<file path="src/rtl/gpio_i2c_pkg.sv">
package gpio_i2c_pkg;
    localparam int BYTE_W = 8;
    localparam int CNT_W  = $clog2(BYTE_W + 1);
    localparam logic [5:0] DEV_ID_HI = 6'b100000;

    localparam logic [BYTE_W-1:0] CMD_INPUT  = 8'h00;
    localparam logic [BYTE_W-1:0] CMD_POL    = 8'h01;
    localparam logic [BYTE_W-1:0] CMD_HOLD   = 8'h02;
    localparam logic [BYTE_W-1:0] CMD_PULL   = 8'h03;
    localparam logic [BYTE_W-1:0] CMD_DIR    = 8'h04;
    localparam logic [BYTE_W-1:0] CMD_MASK   = 8'h05;
    localparam logic [BYTE_W-1:0] CMD_STATUS = 8'h06;
    localparam logic [BYTE_W-1:0] CMD_OUTPUT = 8'h0A;

    typedef enum logic [3:0] {
        LS_IDLE, LS_ADDR, LS_ADDR_ACK, LS_CMD, LS_CMD_ACK,
        LS_WDATA, LS_WDATA_ACK, LS_RDATA, LS_RDATA_ACK
    } link_st_e;
endpackage

</file>
<file path="src/rtl/gpio_i2c_sync.sv">
module gpio_i2c_sync #(
    parameter int STAGES = 2
) (
    input  logic clk,
    input  logic rst_n,
    input  logic scl_i,
    input  logic sda_i,
    output logic scl_rise,
    output logic scl_fall,
    output logic sda_lvl,
    output logic bus_start,
    output logic bus_stop
);
    localparam int PREV = STAGES;
    localparam int CUR  = STAGES - 1;

    typedef struct packed {
        logic [PREV:0] scl;
        logic [PREV:0] sda;
    } sync_t;

    sync_t s_d, s_q;

    always_comb begin
        s_d     = s_q;
        s_d.scl = {s_q.scl[PREV-1:0], scl_i};
        s_d.sda = {s_q.sda[PREV-1:0], sda_i};
    end

    always_ff @(posedge clk or negedge rst_n) begin
        if (!rst_n) s_q <= '1;
        else        s_q <= s_d;
    end

    assign sda_lvl   = s_q.sda[CUR];
    assign scl_rise  = s_q.scl[CUR] & ~s_q.scl[PREV];
    assign scl_fall  = ~s_q.scl[CUR] & s_q.scl[PREV];
    assign bus_start = s_q.scl[CUR] & s_q.scl[PREV] & ~s_q.sda[CUR] & s_q.sda[PREV];
    assign bus_stop  = s_q.scl[CUR] & s_q.scl[PREV] & s_q.sda[CUR] & ~s_q.sda[PREV];
endmodule

</file>
<file path="src/rtl/gpio_i2c_link.sv">
module gpio_i2c_link
    import gpio_i2c_pkg::*;
(
    input  logic              clk,
    input  logic              rst_n,
    input  logic              scl_rise,
    input  logic              scl_fall,
    input  logic              sda_lvl,
    input  logic              bus_start,
    input  logic              bus_stop,
    input  logic              addr_sel,
    input  logic [BYTE_W-1:0] rd_data,
    output logic              sda_oe,
    output logic              cmd_we,
    output logic              wr_we,
    output logic              rd_done,
    output logic [BYTE_W-1:0] rx_byte,
    output logic              link_idle
);
    typedef struct packed {
        link_st_e          st;
        logic [CNT_W-1:0]  bits;
        logic [BYTE_W-1:0] sh;
        logic              rw;
        logic              oe;
        logic              mack;
    } link_t;

    link_t l_d, l_q;

    always_comb begin
        l_d     = l_q;
        cmd_we  = 1'b0;
        wr_we   = 1'b0;
        rd_done = 1'b0;
        if (bus_stop) begin
            l_d.st = LS_IDLE;
            l_d.oe = 1'b0;
        end else if (bus_start) begin
            l_d.st   = LS_ADDR;
            l_d.bits = '0;
            l_d.oe   = 1'b0;
        end else begin
            unique case (l_q.st)
                LS_ADDR, LS_CMD, LS_WDATA: begin
                    if (scl_rise && l_q.bits != CNT_W'(BYTE_W)) begin
                        l_d.sh   = {l_q.sh[BYTE_W-2:0], sda_lvl};
                        l_d.bits = l_q.bits + 1'b1;
                    end
                    if (scl_fall && l_q.bits == CNT_W'(BYTE_W)) begin
                        l_d.bits = '0;
                        if (l_q.st == LS_ADDR) begin
                            if (l_q.sh[BYTE_W-1:1] == {DEV_ID_HI, addr_sel}) begin
                                l_d.rw = l_q.sh[0];
                                l_d.oe = 1'b1;
                                l_d.st = LS_ADDR_ACK;
                            end else begin
                                l_d.st = LS_IDLE;
                            end
                        end else if (l_q.st == LS_CMD) begin
                            cmd_we = 1'b1;
                            l_d.oe = 1'b1;
                            l_d.st = LS_CMD_ACK;
                        end else begin
                            l_d.oe = 1'b1;
                            l_d.st = LS_WDATA_ACK;
                        end
                    end
                end
                LS_ADDR_ACK: if (scl_fall) begin
                    if (l_q.rw) begin
                        l_d.st   = LS_RDATA;
                        l_d.sh   = rd_data;
                        l_d.oe   = ~rd_data[BYTE_W-1];
                        l_d.bits = '0;
                    end else begin
                        l_d.oe = 1'b0;
                        l_d.st = LS_CMD;
                    end
                end
                LS_CMD_ACK: if (scl_fall) begin
                    l_d.oe = 1'b0;
                    l_d.st = LS_WDATA;
                end
                LS_WDATA_ACK: if (scl_fall) begin
                    l_d.oe = 1'b0;
                    wr_we  = 1'b1;
                    l_d.st = LS_WDATA;
                end
                LS_RDATA: if (scl_fall) begin
                    if (l_q.bits == CNT_W'(BYTE_W - 1)) begin
                        l_d.oe = 1'b0;
                        l_d.st = LS_RDATA_ACK;
                    end else begin
                        l_d.sh   = {l_q.sh[BYTE_W-2:0], 1'b0};
                        l_d.oe   = ~l_q.sh[BYTE_W-2];
                        l_d.bits = l_q.bits + 1'b1;
                    end
                end
                LS_RDATA_ACK: begin
                    if (scl_rise) begin
                        l_d.mack = ~sda_lvl;
                        rd_done  = 1'b1;
                    end
                    if (scl_fall) begin
                        if (l_q.mack) begin
                            l_d.st   = LS_RDATA;
                            l_d.sh   = rd_data;
                            l_d.oe   = ~rd_data[BYTE_W-1];
                            l_d.bits = '0;
                        end else begin
                            l_d.st = LS_IDLE;
                        end
                    end
                end
                default: ;
            endcase
        end
    end

    always_ff @(posedge clk or negedge rst_n) begin
        if (!rst_n) l_q <= '{st: LS_IDLE, default: '0};
        else        l_q <= l_d;
    end

    assign sda_oe    = l_q.oe;
    assign rx_byte   = l_q.sh;
    assign link_idle = (l_q.st == LS_IDLE);
endmodule

</file>
<file path="src/rtl/gpio_i2c_regs.sv">
module gpio_i2c_regs
    import gpio_i2c_pkg::*;
(
    input  logic              clk,
    input  logic              rst_n,
    input  logic              cmd_we,
    input  logic              wr_we,
    input  logic              rd_done,
    input  logic [BYTE_W-1:0] rx_byte,
    input  logic [BYTE_W-1:0] port_in,
    output logic [BYTE_W-1:0] rd_data,
    output logic [BYTE_W-1:0] port_out,
    output logic [BYTE_W-1:0] port_dir,
    output logic              int_n,
    output logic              int_clr
);
    typedef struct packed {
        logic [BYTE_W-1:0] cmd;
        logic [BYTE_W-1:0] pol;
        logic [BYTE_W-1:0] hold;
        logic [BYTE_W-1:0] pull;
        logic [BYTE_W-1:0] dir;
        logic [BYTE_W-1:0] mask;
        logic [BYTE_W-1:0] status;
        logic [BYTE_W-1:0] outp;
        logic [BYTE_W-1:0] prev;
        logic              vld;
    } regs_t;

    regs_t r_d, r_q;
    logic [BYTE_W-1:0] chg;

    always_comb begin
        r_d      = r_q;
        r_d.prev = port_in;
        r_d.vld  = 1'b1;
        chg      = r_q.vld ? ((port_in ^ r_q.prev) & ~r_q.mask) : '0;
        int_clr  = rd_done && (r_q.cmd == CMD_INPUT);
        r_d.status = (int_clr ? '0 : r_q.status) | chg;
        if (cmd_we) r_d.cmd = rx_byte;
        if (wr_we) begin
            unique case (r_q.cmd)
                CMD_POL:    r_d.pol  = rx_byte;
                CMD_HOLD:   r_d.hold = rx_byte;
                CMD_PULL:   r_d.pull = rx_byte;
                CMD_DIR:    r_d.dir  = rx_byte;
                CMD_MASK:   r_d.mask = rx_byte;
                CMD_OUTPUT: r_d.outp = rx_byte;
                default: ;
            endcase
        end
        unique case (r_q.cmd)
            CMD_INPUT:  rd_data = port_in ^ r_q.pol;
            CMD_POL:    rd_data = r_q.pol;
            CMD_HOLD:   rd_data = r_q.hold;
            CMD_PULL:   rd_data = r_q.pull;
            CMD_DIR:    rd_data = r_q.dir;
            CMD_MASK:   rd_data = r_q.mask;
            CMD_STATUS: rd_data = r_q.status;
            CMD_OUTPUT: rd_data = r_q.outp;
            default:    rd_data = '0;
        endcase
    end

    always_ff @(posedge clk or negedge rst_n) begin
        if (!rst_n) r_q <= '{dir: '1, mask: '1, outp: '1, default: '0};
        else        r_q <= r_d;
    end

    assign port_out = r_q.outp;
    assign port_dir = r_q.dir;
    assign int_n    = ~|r_q.status;
endmodule

</file>
<file path="src/rtl/gpio_i2c_target.sv">
module gpio_i2c_target
    import gpio_i2c_pkg::*;
#(
    parameter int SYNC_STAGES = 2
) (
    input  logic              clk,
    input  logic              rst_n,
    input  logic              scl_i,
    input  logic              sda_i,
    output logic              sda_oe,
    input  logic              addr_sel,
    input  logic [BYTE_W-1:0] port_in,
    output logic [BYTE_W-1:0] port_out,
    output logic [BYTE_W-1:0] port_dir,
    output logic              int_n
);
    logic scl_rise, scl_fall, sda_lvl, bus_start, bus_stop;
    logic cmd_we, wr_we, rd_done, int_clr, link_idle;
    logic [BYTE_W-1:0] rx_byte, rd_data;

    gpio_i2c_sync #(.STAGES(SYNC_STAGES)) u_sync (
        .clk(clk), .rst_n(rst_n), .scl_i(scl_i), .sda_i(sda_i),
        .scl_rise(scl_rise), .scl_fall(scl_fall), .sda_lvl(sda_lvl),
        .bus_start(bus_start), .bus_stop(bus_stop)
    );

    gpio_i2c_link u_link (
        .clk(clk), .rst_n(rst_n), .scl_rise(scl_rise), .scl_fall(scl_fall),
        .sda_lvl(sda_lvl), .bus_start(bus_start), .bus_stop(bus_stop),
        .addr_sel(addr_sel), .rd_data(rd_data), .sda_oe(sda_oe),
        .cmd_we(cmd_we), .wr_we(wr_we), .rd_done(rd_done),
        .rx_byte(rx_byte), .link_idle(link_idle)
    );

    gpio_i2c_regs u_regs (
        .clk(clk), .rst_n(rst_n), .cmd_we(cmd_we), .wr_we(wr_we),
        .rd_done(rd_done), .rx_byte(rx_byte), .port_in(port_in),
        .rd_data(rd_data), .port_out(port_out), .port_dir(port_dir),
        .int_n(int_n), .int_clr(int_clr)
    );
endmodule

</file>
<file path="config.mk">
export PLATFORM = sky130hd
export DESIGN_NAME = gpio_i2c_target
export DESIGN_NICKNAME = d
export VERILOG_FILES = /design/src/rtl/gpio_i2c_pkg.sv /design/src/rtl/gpio_i2c_sync.sv /design/src/rtl/gpio_i2c_link.sv /design/src/rtl/gpio_i2c_regs.sv /design/src/rtl/gpio_i2c_target.sv
export SDC_FILE = /design/constraint.sdc
export NUM_CORES = 1
export LEC_CHECK = 0
export CORE_UTILIZATION = 24
export DETAILED_ROUTE_END_ITERATION = 8
export REMOVE_ABC_BUFFERS = 1
export SETUP_SLACK_MARGIN = 0.05
export SYNTH_ARGS = -nofsm -noshare
export SYNTH_HDL_FRONTEND = slang
export SYNTH_SLANG_ARGS = --single-unit
</file>
<file path="constraint.sdc">
create_clock -name clk -period 3.1 [get_ports clk]
set_input_delay 0.62 -clock clk [delete_from_list [all_inputs] [get_ports clk]]
set_output_delay 0.62 -clock clk [all_outputs]
set_load 0.005 [all_outputs]
</file>
---- Yosys cells after proc, flatten, opt, wreduce, memory -nomap -nowiden ----
Index checks and enable logic that the tools add are counted.
storage, ports and cells
  output and inout port bits .............. 18
  word-level logic and storage cells ...... 152
  input port bits ......................... 13
  register bits ........................... 98
cells by class
  reductions and logical operators ........ 23
  bitwise operators ....................... 20
  equal/unequal tests ..................... 41
  multiplexer cells ....................... 49
  add/subtract/negate cells ............... 1
operators with widths
  kind                                                    number
  one-hot mux 8 bit (8 select lines)                      1
  2-to-1 mux 12 bit                                       4
  2-to-1 mux 16 bit                                       3
  one-hot mux 12 bit (4 select lines)                     1
  2-to-1 mux 8 bit                                        4
  2-to-1 mux 1 bit                                        26
  == test 8 x 3 -> 1 bit (second input constant)          3
  inequality test 4 x 3 -> 1 bit (second input constant)  6
  == test 4 x 3 -> 1 bit (second input constant)          5
  one-hot mux 4 bit (5 select lines)                      1
  == test 8 x 2 -> 1 bit (second input constant)          2
  XOR 8 bit                                               2
  inequality test 3 x 2 -> 1 bit (second input constant)  5
  2-to-1 mux 4 bit                                        3
  inequality test 2 x 1 -> 1 bit (second input constant)  6
  AND reduction 2 bit                                     6
  AND reduction 10 bit                                    1
  2-to-1 mux 3 bit                                        3
  AND reduction 9 bit                                     1
  bitwise AND 8 bit                                       1
  == test 4 x 2 -> 1 bit (second input constant)          2
  == test 4 bit (second input constant)                   2
  == test 8 x 1 -> 1 bit (second input constant)          1
  == test 8 x 4 -> 1 bit (second input constant)          1
  other kinds (28)                                        44

---- Depth between registers and ports, before layout ----
Gate-level depths: netlist of the first run.
  depth after elaboration ................. 9
  gate-level depth with buffers ........... 8
  gate-level depth less buffers ........... 8

---- Modules after synthesis ----
A second synthesis of the first run with hierarchy kept.
second synthesis, totals
  cell total of the unflattened synthesis .. 470
  area, all modules ....................... 5,326.4 um^2
by module, submodules not included
  module         area each (um^2)  instances  cells an instance
  gpio_i2c_regs  3,637.2           1          292
  gpio_i2c_link  1,498.9           1          168
  gpio_i2c_sync  190.2             1          10

---- Least setup slack after synthesis of the first run ----
No wires, ideal clock.
  kind .................................... reg2reg
  start ................................... reg u_regs.r_q[70] in the netlist's numbering
  end ..................................... reg u_regs.r_q[49] in the netlist's numbering
  path slack .............................. 0.978 ns
  stages on the path, launching flop included .. 6
  path buffers ............................ 1
  data arrival time ....................... 1.998 ns
  path through ............................ dfrtp_1 > or4_1 > buf_2 > nand2b_4 > nor4_4 > mux2_2
on the way
  longest elaborated chain between the ends .. 2
ends and longest elaborated chain
  element                        line                 source
  from (decl)                    gpio_i2c_regs.sv:30  regs_t r_d, r_q;
  from (signal assigned)         gpio_i2c_regs.sv:67  else r_q <= r_d;
  == test 8 x 2 -> 1 bit         gpio_i2c_regs.sv:42  unique case (r_q.cmd)
  AND reduction 2 bit (no line)  -
Every way passes these cells.
A chain may end at the register's enable or synchronous reset.

---- Worst setup path after layout of the first run ----
  start ................................... reg u_regs.r_q[20] in the netlist's numbering
  end ..................................... out int_n
on the way
  longest elaborated chain between the ends .. 2
ends and longest elaborated chain
  element             line                   source
  OR reduction 8 bit  gpio_i2c_regs.sv:72    assign int_n = ~|r_q.status;
  zero test 1 bit     gpio_i2c_regs.sv:72
  to (decl)           gpio_i2c_target.sv:15  output logic int_n
Every way passes these cells.

==> qor.yml, run 1 <==
clkLatencyLatePin_ns: 0.35
status: "finished, final reports clean"
layout-drive-gt1-share_pct: 27.2
synth_compound_area_share_pct: 15.2
synth_edf_count: 0
avgRoutedWirePerCell_um: 17.2
max_slew_margin_pct: 55.2
grt_setup_unrepaired: "false"
cts_hold_buf: 0
period_needed_ns: 2.61
dpl.hpwl_um: 9240
synthAdderAreaFrac_pct: 0.475
max_cap_violations: 0
seqPwrFrac_pct: 48.1
end_kind: "output port"
seqCellArea_mm2: 0.00249
synth_most_common_cell: "dfrtp_1"
wl_um: 13200
report.final.slew_viol_count: 0
rr_startpoint: "u_regs.r_q[70]"
clockRootBuffer: "clkbuf_16"
syn_area_mm2: 0.00527
comb_power_share_pct: 17.8
synthTopCellsByArea: "dfrtp_1 32%, dfstp_2 15%, mux2_2 14%"
core_area_mm2: 0.0213
final_core_util_pct: 28.4
clk_pin_slew_worst_paths_ns: 0.07
antenna_found_initial: 0
synthMuxAreaShare_pct: 15.1
crit_type: "reg2out"
post-cts-setup-buffers: 0
reg2reg_depth: 5
hp-class: "in2async"
cp.arrival_ns: 1.99
syn_avg_cell_area_um2: 10.9
worstPathMaxFanout: 3
clkSinkCount: 98
fin_setup_tns_ns: 0
yosys_most_used_dff: "dfrtp_1"
fp.dieArea_mm2: 0.0226
fmax_mhz: 384
drc_errors: 0
finalHoldViolCount: 0
intPower_uw: 2300
skew_ns: 0.0103
grt_pass1_wl_um: 21300
crit_required_ns: 2.48
n_antenna_cell: 0
grt-ovfl-total: 0
swShare_pct: 31.9
max-vdd-ir-drop_mv: 0.267
synth_common_cells: "68 x dfrtp_1, 66 x mux2_2, 34 x nand2_1"
cellLeakagePower_uw: 0.00243
ys_seq_elements: 98
yosysWarnings: 0
cts_tree: "done"
finalSetupViolCount: 0
first_global_vias: 3650
grt.total_usage_pct: 12.5
ys_types: 66
ff2ff_setup_slack_ns: 0.64
dr_total_vias: 3726
fillers: 2169
worstReg2RegEnd: "u_regs.port_dir[2]"
power.density_mw_per_mm2: 561
dr.pass1.iters: 4
initial_core_util_pct: 24.8
yosys.area_share.simple_pct: 13.4
startpoint_type: "flip-flop"
synthArstFlopShare_pct: 100
cts.repair.resized: 0
ys_seq_area_share_pct: 47.2
htree_levels: 3
fin_crit_sh_pct: 84.1
portBuffers: 30
cts_buffers: 9
multi_input_area_mm2: 0.00244
syn_inst: 483
drtIter0Drc: 255
gp_congestion: 0.867
ios: 31
cts_buffer_depth: 2
fp-row-count: 53
viasPerCell: 4.85
synth_top_family_by_area: "compound AO/OA/AOI/OAI gates"
synthXorXnorAreaFrac_pct: 1.99
clockPowerShare_pct: 34.1
nets: 503
synth_top_area_share_pct: 32.3
die_w_um: 150
worstMarginPinSlew_ns: 0.670
ant_nets: 0
switching_power_uw: 1080
die_h_um: 150
synth_top_cell_by_area: "dfrtp_1"
grt_start_max_net_pins: 55
synthToLayoutAreaGrowth_pct: 14.6
-- metrics by stage --
step | power [uW] | cell area (um^2) | setup slack [ns] | hold WS (ns) | std cells
after floorplan | 1980 | 5000 | 0.598 | 0.324 | 437
after global placement | 2240 | 5730 | 0.661 | 0.347 | 752
after detailed placement | 2250 | 5730 | 0.666 | 0.347 | 752
after CTS | 3410 | 6040 | 0.455 | 0.313 | 768
after global routing | 3570 | 6040 | 0.387 | 0.336 | 768
final | 3380 | 6040 | 0.494 | 0.295 | 768
-- layer usage --
metal  wire (um)  GRT usage (%)  up-vias
met5           0              0        -
met4         121           2.98        0
met3         657           2.67       10
met2        6160           19.3      114
met1        6280           17.7     1852
li1            -              -     1750
-- logic make-up after synthesis --
| family | Yosys count |
|---|---|
| AND/OR/NAND/NOR | 123 |
| AO/OA/AOI/OAI | 110 |
| flip-flops | 98 |
| multiplexers | 71 |
| buffers and inverters | 66 |
| XOR/XNOR | 12 |
| adder cells (fa/ha/maj) | 2 |
| other | 1 |
-- worst max path at each step --
stage               slack [ns]            from                 end
floorplan                 0.60  u_regs.r_q[66]  u_regs.port_out[0]
global placement          0.66  u_link.l_q[18]  u_regs.port_dir[2]
detailed placement        0.67  u_regs.r_q[70]  u_regs.port_dir[2]
CTS                       0.46  u_regs.r_q[20]               int_n
global route              0.39  u_regs.r_q[20]               int_n
finish                    0.49  u_regs.r_q[20]               int_n
-- flip-flops by register name, indices dropped and copies added, names as in the netlist, 2 cells and up --
signal           count
u_regs.port_dir      8
u_link.l_q          10
u_link.rx_byte       8
u_sync.s_d           3
u_regs.port_out      8
u_regs.r_q          57
u_sync.s_q           2
-- power groups by stage --
stage / logic, uW / clock network (uW) / registers [uW]
after floorplan: 433 / 0 / 1550
after global placement: 595 / 0 / 1650
after detailed placement: 601 / 0 / 1650
after CTS: 603 / 1180 / 1620
after global routing: 682 / 1240 / 1650
final: 603 / 1150 / 1630
-- final cells by class --
type / instances / share of cell area, %
inverter: 20 / 1.24
multi-input combinational: 319 / 40.4
clock buffer: 11 / 4.02
clock inverter: 5 / 1.02
sequential: 98 / 41.2
tap: 275 / 5.70
timing repair buffer: 40 / 6.38
-- placed cells by master (no fill, tap or decap), types with 3 or more instances in the layout --
cell type         n
mux2_2           66
o211ai_1          4
inv_1            20
nand2_1          34
a211oi_1          8
nand4b_1          3
or4_1             3
a31oi_1           9
o41ai_1           3
a22oi_1           9
nand2b_1          5
a32o_1           10
nand3_1           7
dfrtp_1          68
a221oi_1          4
buf_4            10
or3_1             5
clkdlybuf4s50_1  29
mux2i_1           5
a32oi_1           3
nor2b_1          14
a21boi_0          4
a21oi_1          12
nor3b_1           5
xor2_1           10
nor3_1            6
a22o_1            3
o21ai_0          19
clkbuf_16         9
nor2_1           23
dfstp_2          30
-- worst max-delay path, stage by stage (launching register included) --
cell,delay [ns]
dfrtp_1,0.43
or4_1,0.56
nor2_1,0.14
clkdlybuf4s50_1,0.52
(Power assumes the default switching activity.)
==> run 2, diff against run 1 <==
==> constraint.sdc (replaced) <==
create_clock -name clk -period 2.45 [get_ports clk]
set_input_delay 0.49 -clock clk [delete_from_list [all_inputs] [get_ports clk]]
set_output_delay 0.49 -clock clk [all_outputs]
set_load 0.005 [all_outputs]
==> run 2 against run 1 <==
  * First-iteration DRC count rose by 3.5%
  * Register-to-register slack got worse by 0.41 ns
  * Utilization rose by 0.92 points
  * Critical endpoint is now u_regs.r_q[71]
  * Highest routed layer unchanged
  * Sequential power rose by 23%
  * Largest cell class unchanged
  * Via count rose by 2.1%
==> qor.yml, run 2 (synthesis gave the netlist of run 1 again) <==
status: "finished, final reports clean"
clk_pin_slew_worst_paths_ns: 0.07  # about the same
n_antenna_cell: 0  # unchanged
fp-row-count: 53  # unchanged
grt_start_max_net_pins: 42  # -24%
grt-ovfl-total: 0  # unchanged
cellLeakagePower_uw: 0.00255  # +4.9%
cts_hold_buf: 0  # unchanged
viasPerCell: 4.82  # -0.60%
cp.arrival_ns: 2.46  # +0.47 ns
cts_buffers: 9  # unchanged
grt_setup_unrepaired: "false"
ios: 31  # unchanged
layout_common_cells: "67 x dfrtp_1, 66 x mux2_2, 34 x nand2_1"
gp_congestion: 0.841  # -3.1%
ff2ff_setup_slack_ns: 0.23  # -0.41 ns
end_kind: "flip-flop"
dr.pass1.iters: 4  # unchanged
cts_tree: "done"
core_area_mm2: 0.0213  # unchanged
startpoint: "u_link.l_q[11]"
fmax_mhz: 450
htree_levels: 3  # unchanged
die_h_um: 150  # unchanged
hp-class: "in2async"
worstMarginPinSlew_ns: 0.610  # -0.0601 ns
finalHoldViolCount: 0  # unchanged
initial_core_util_pct: 24.8  # unchanged
cp_slowest_cell: "or3_1"
die_w_um: 150  # unchanged
finalSetupViolCount: 0  # unchanged
crit_required_ns: 2.69  # +0.21 ns
fp.dieArea_mm2: 0.0226  # unchanged
drc_errors: 0  # unchanged
reg2reg_depth: 7  # +2
crit_chain: "inv_1 > ha_1 > and3b_1 > and2_1 > nand2_1 > or3_1 > mux2_2"
clockRootBuffer: "clkbuf_16"
ant_nets: 0  # unchanged
fin_setup_tns_ns: 0  # unchanged
antenna_found_initial: 0  # unchanged
avgRoutedWirePerCell_um: 17.1  # -0.53%
grt_pass1_wl_um: 21900  # +2.8%
dpl.hpwl_um: 9700  # +4.9%
drtIter0Drc: 264  # +3.5%
nets: 525  # +4.4%
max_cap_violations: 0  # unchanged
wl_um: 13500  # +2.2%
top_regs: "u_regs.r_q: 57 flops, u_link.l_q: 10 flops"
report.final.slew_viol_count: 0  # unchanged
crit_type: "reg2reg"
skew_ns: 0.0131  # +0.00284 ns
max-vdd-ir-drop_mv: 0.356  # +33%
place_area_mm2: 0.00588  # +2.6%
power_uw: 4480  # +32%
layout-drive-gt1-share_pct: 31.1  # +3.9 points
worstReg2RegEnd: "u_regs.r_q[71]"
layout_commonest_cell: "dfrtp_1"
first_global_vias: 3785  # +3.7%
max_slew_margin_pct: 59.4  # +4.2 points
rr_startpoint: "u_link.l_q[11]"
portBuffers: 30  # unchanged
fin_crit_sh_pct: 90.8
grt.total_usage_pct: 12.8  # +0.33 points
synthToLayoutAreaGrowth_pct: 18.3
power.density_mw_per_mm2: 719  # +28%
dr_total_vias: 3805  # +2.1%
max_stage_delay_ns: 0.59  # +0.03 ns
top_register: "u_regs.r_q"
largest_register_ffs: 57  # unchanged
startpoint_type: "flip-flop"
period_needed_ns: 2.22
cts_buffer_depth: 2  # unchanged
clkLatencyLatePin_ns: 0.37  # +0.02 ns
worstPathMaxFanout: 8  # +5
stdcell_area_mm2: 0.00623  # +3.2%
clkSinkCount: 98  # unchanged
## run 2: layer usage
layer / track usage (%) / part of all wire (%) / up-vias
met4: 4.19 / 1.7 / 0
met2: 19.9 / 46 / 83
met3: 2.58 / 4.4 / 21
met1: 17.8 / 48 / 1913
li1: - / - / 1788
met5: 0 / 0 / -
## run 2: per-stage QoR
stage                     hold WS [ns]  util (%)  std cells  setup WS, ns
final                            0.133      29.3        789         0.226
after global routing             0.179      29.3        789        0.0813
after CTS                        0.154      29.2        789        0.0809
after global placement           0.346      27.6        772        0.0763
after floorplan                  0.194         -        437       -0.0518
after detailed placement         0.347      27.6        772        0.0830
## run 2: worst max path at each step
stage                     cells past startpoint  slack [ns]                  to
after floorplan                               4       -0.05  u_regs.port_out[0]
after global placement                        7        0.08   u_link.rx_byte[2]
after detailed placement                      7        0.08   u_link.rx_byte[2]
after CTS                                     7        0.08   u_link.rx_byte[2]
after global routing                          7        0.08   u_link.rx_byte[5]
final                                         7        0.23      u_regs.r_q[71]
## run 2: final cells by class
type,count,area [um^2]
Fill cell,2181,15100
Sequential cell,98,2490
Multi-Input combinational cell,319,2460
Timing Repair Buffer,62,549
Tap cell,275,344
Clock buffer,9,225
Clock inverter,6,90.1
Inverter,20,75.1
## run 2: what timing repair did
action	in CTS	in global routing
resized for setup	3	3
endpoints found under the setup margin	1	7
setup buffers	2	0
## run 2: critical path: cells and delay by family (launching register included)
| family | cells | cell delay (ns) |
|---|---|---|
| and+or+nand+nor | 4 | 1.13 |
| DFF | 1 | 0.41 |
| muxes | 1 | 0.35 |
| adders and majority gates | 1 | 0.14 |
| buffers and inverters | 1 | 0.08 |
## run 2: power breakdown
group          internal (uW)  switching [uW]
sequential              1750             265
combinational            437             499
clock                    894             643
total                   3080            1410
==> run 3, diff against run 2 <==
--- a/config.mk
+++ b/config.mk
@@ -9,6 +9,7 @@
 export DETAILED_ROUTE_END_ITERATION = 8
 export REMOVE_ABC_BUFFERS = 1
 export SETUP_SLACK_MARGIN = 0.05
+export SKIP_LAST_GASP = 1
 export SYNTH_ARGS = -nofsm -noshare
 export SYNTH_HDL_FRONTEND = slang
 export SYNTH_SLANG_ARGS = --single-unit
==> results of run 3 <==
Same layout as run 2: the final DEF is identical, and so are final timing and power.
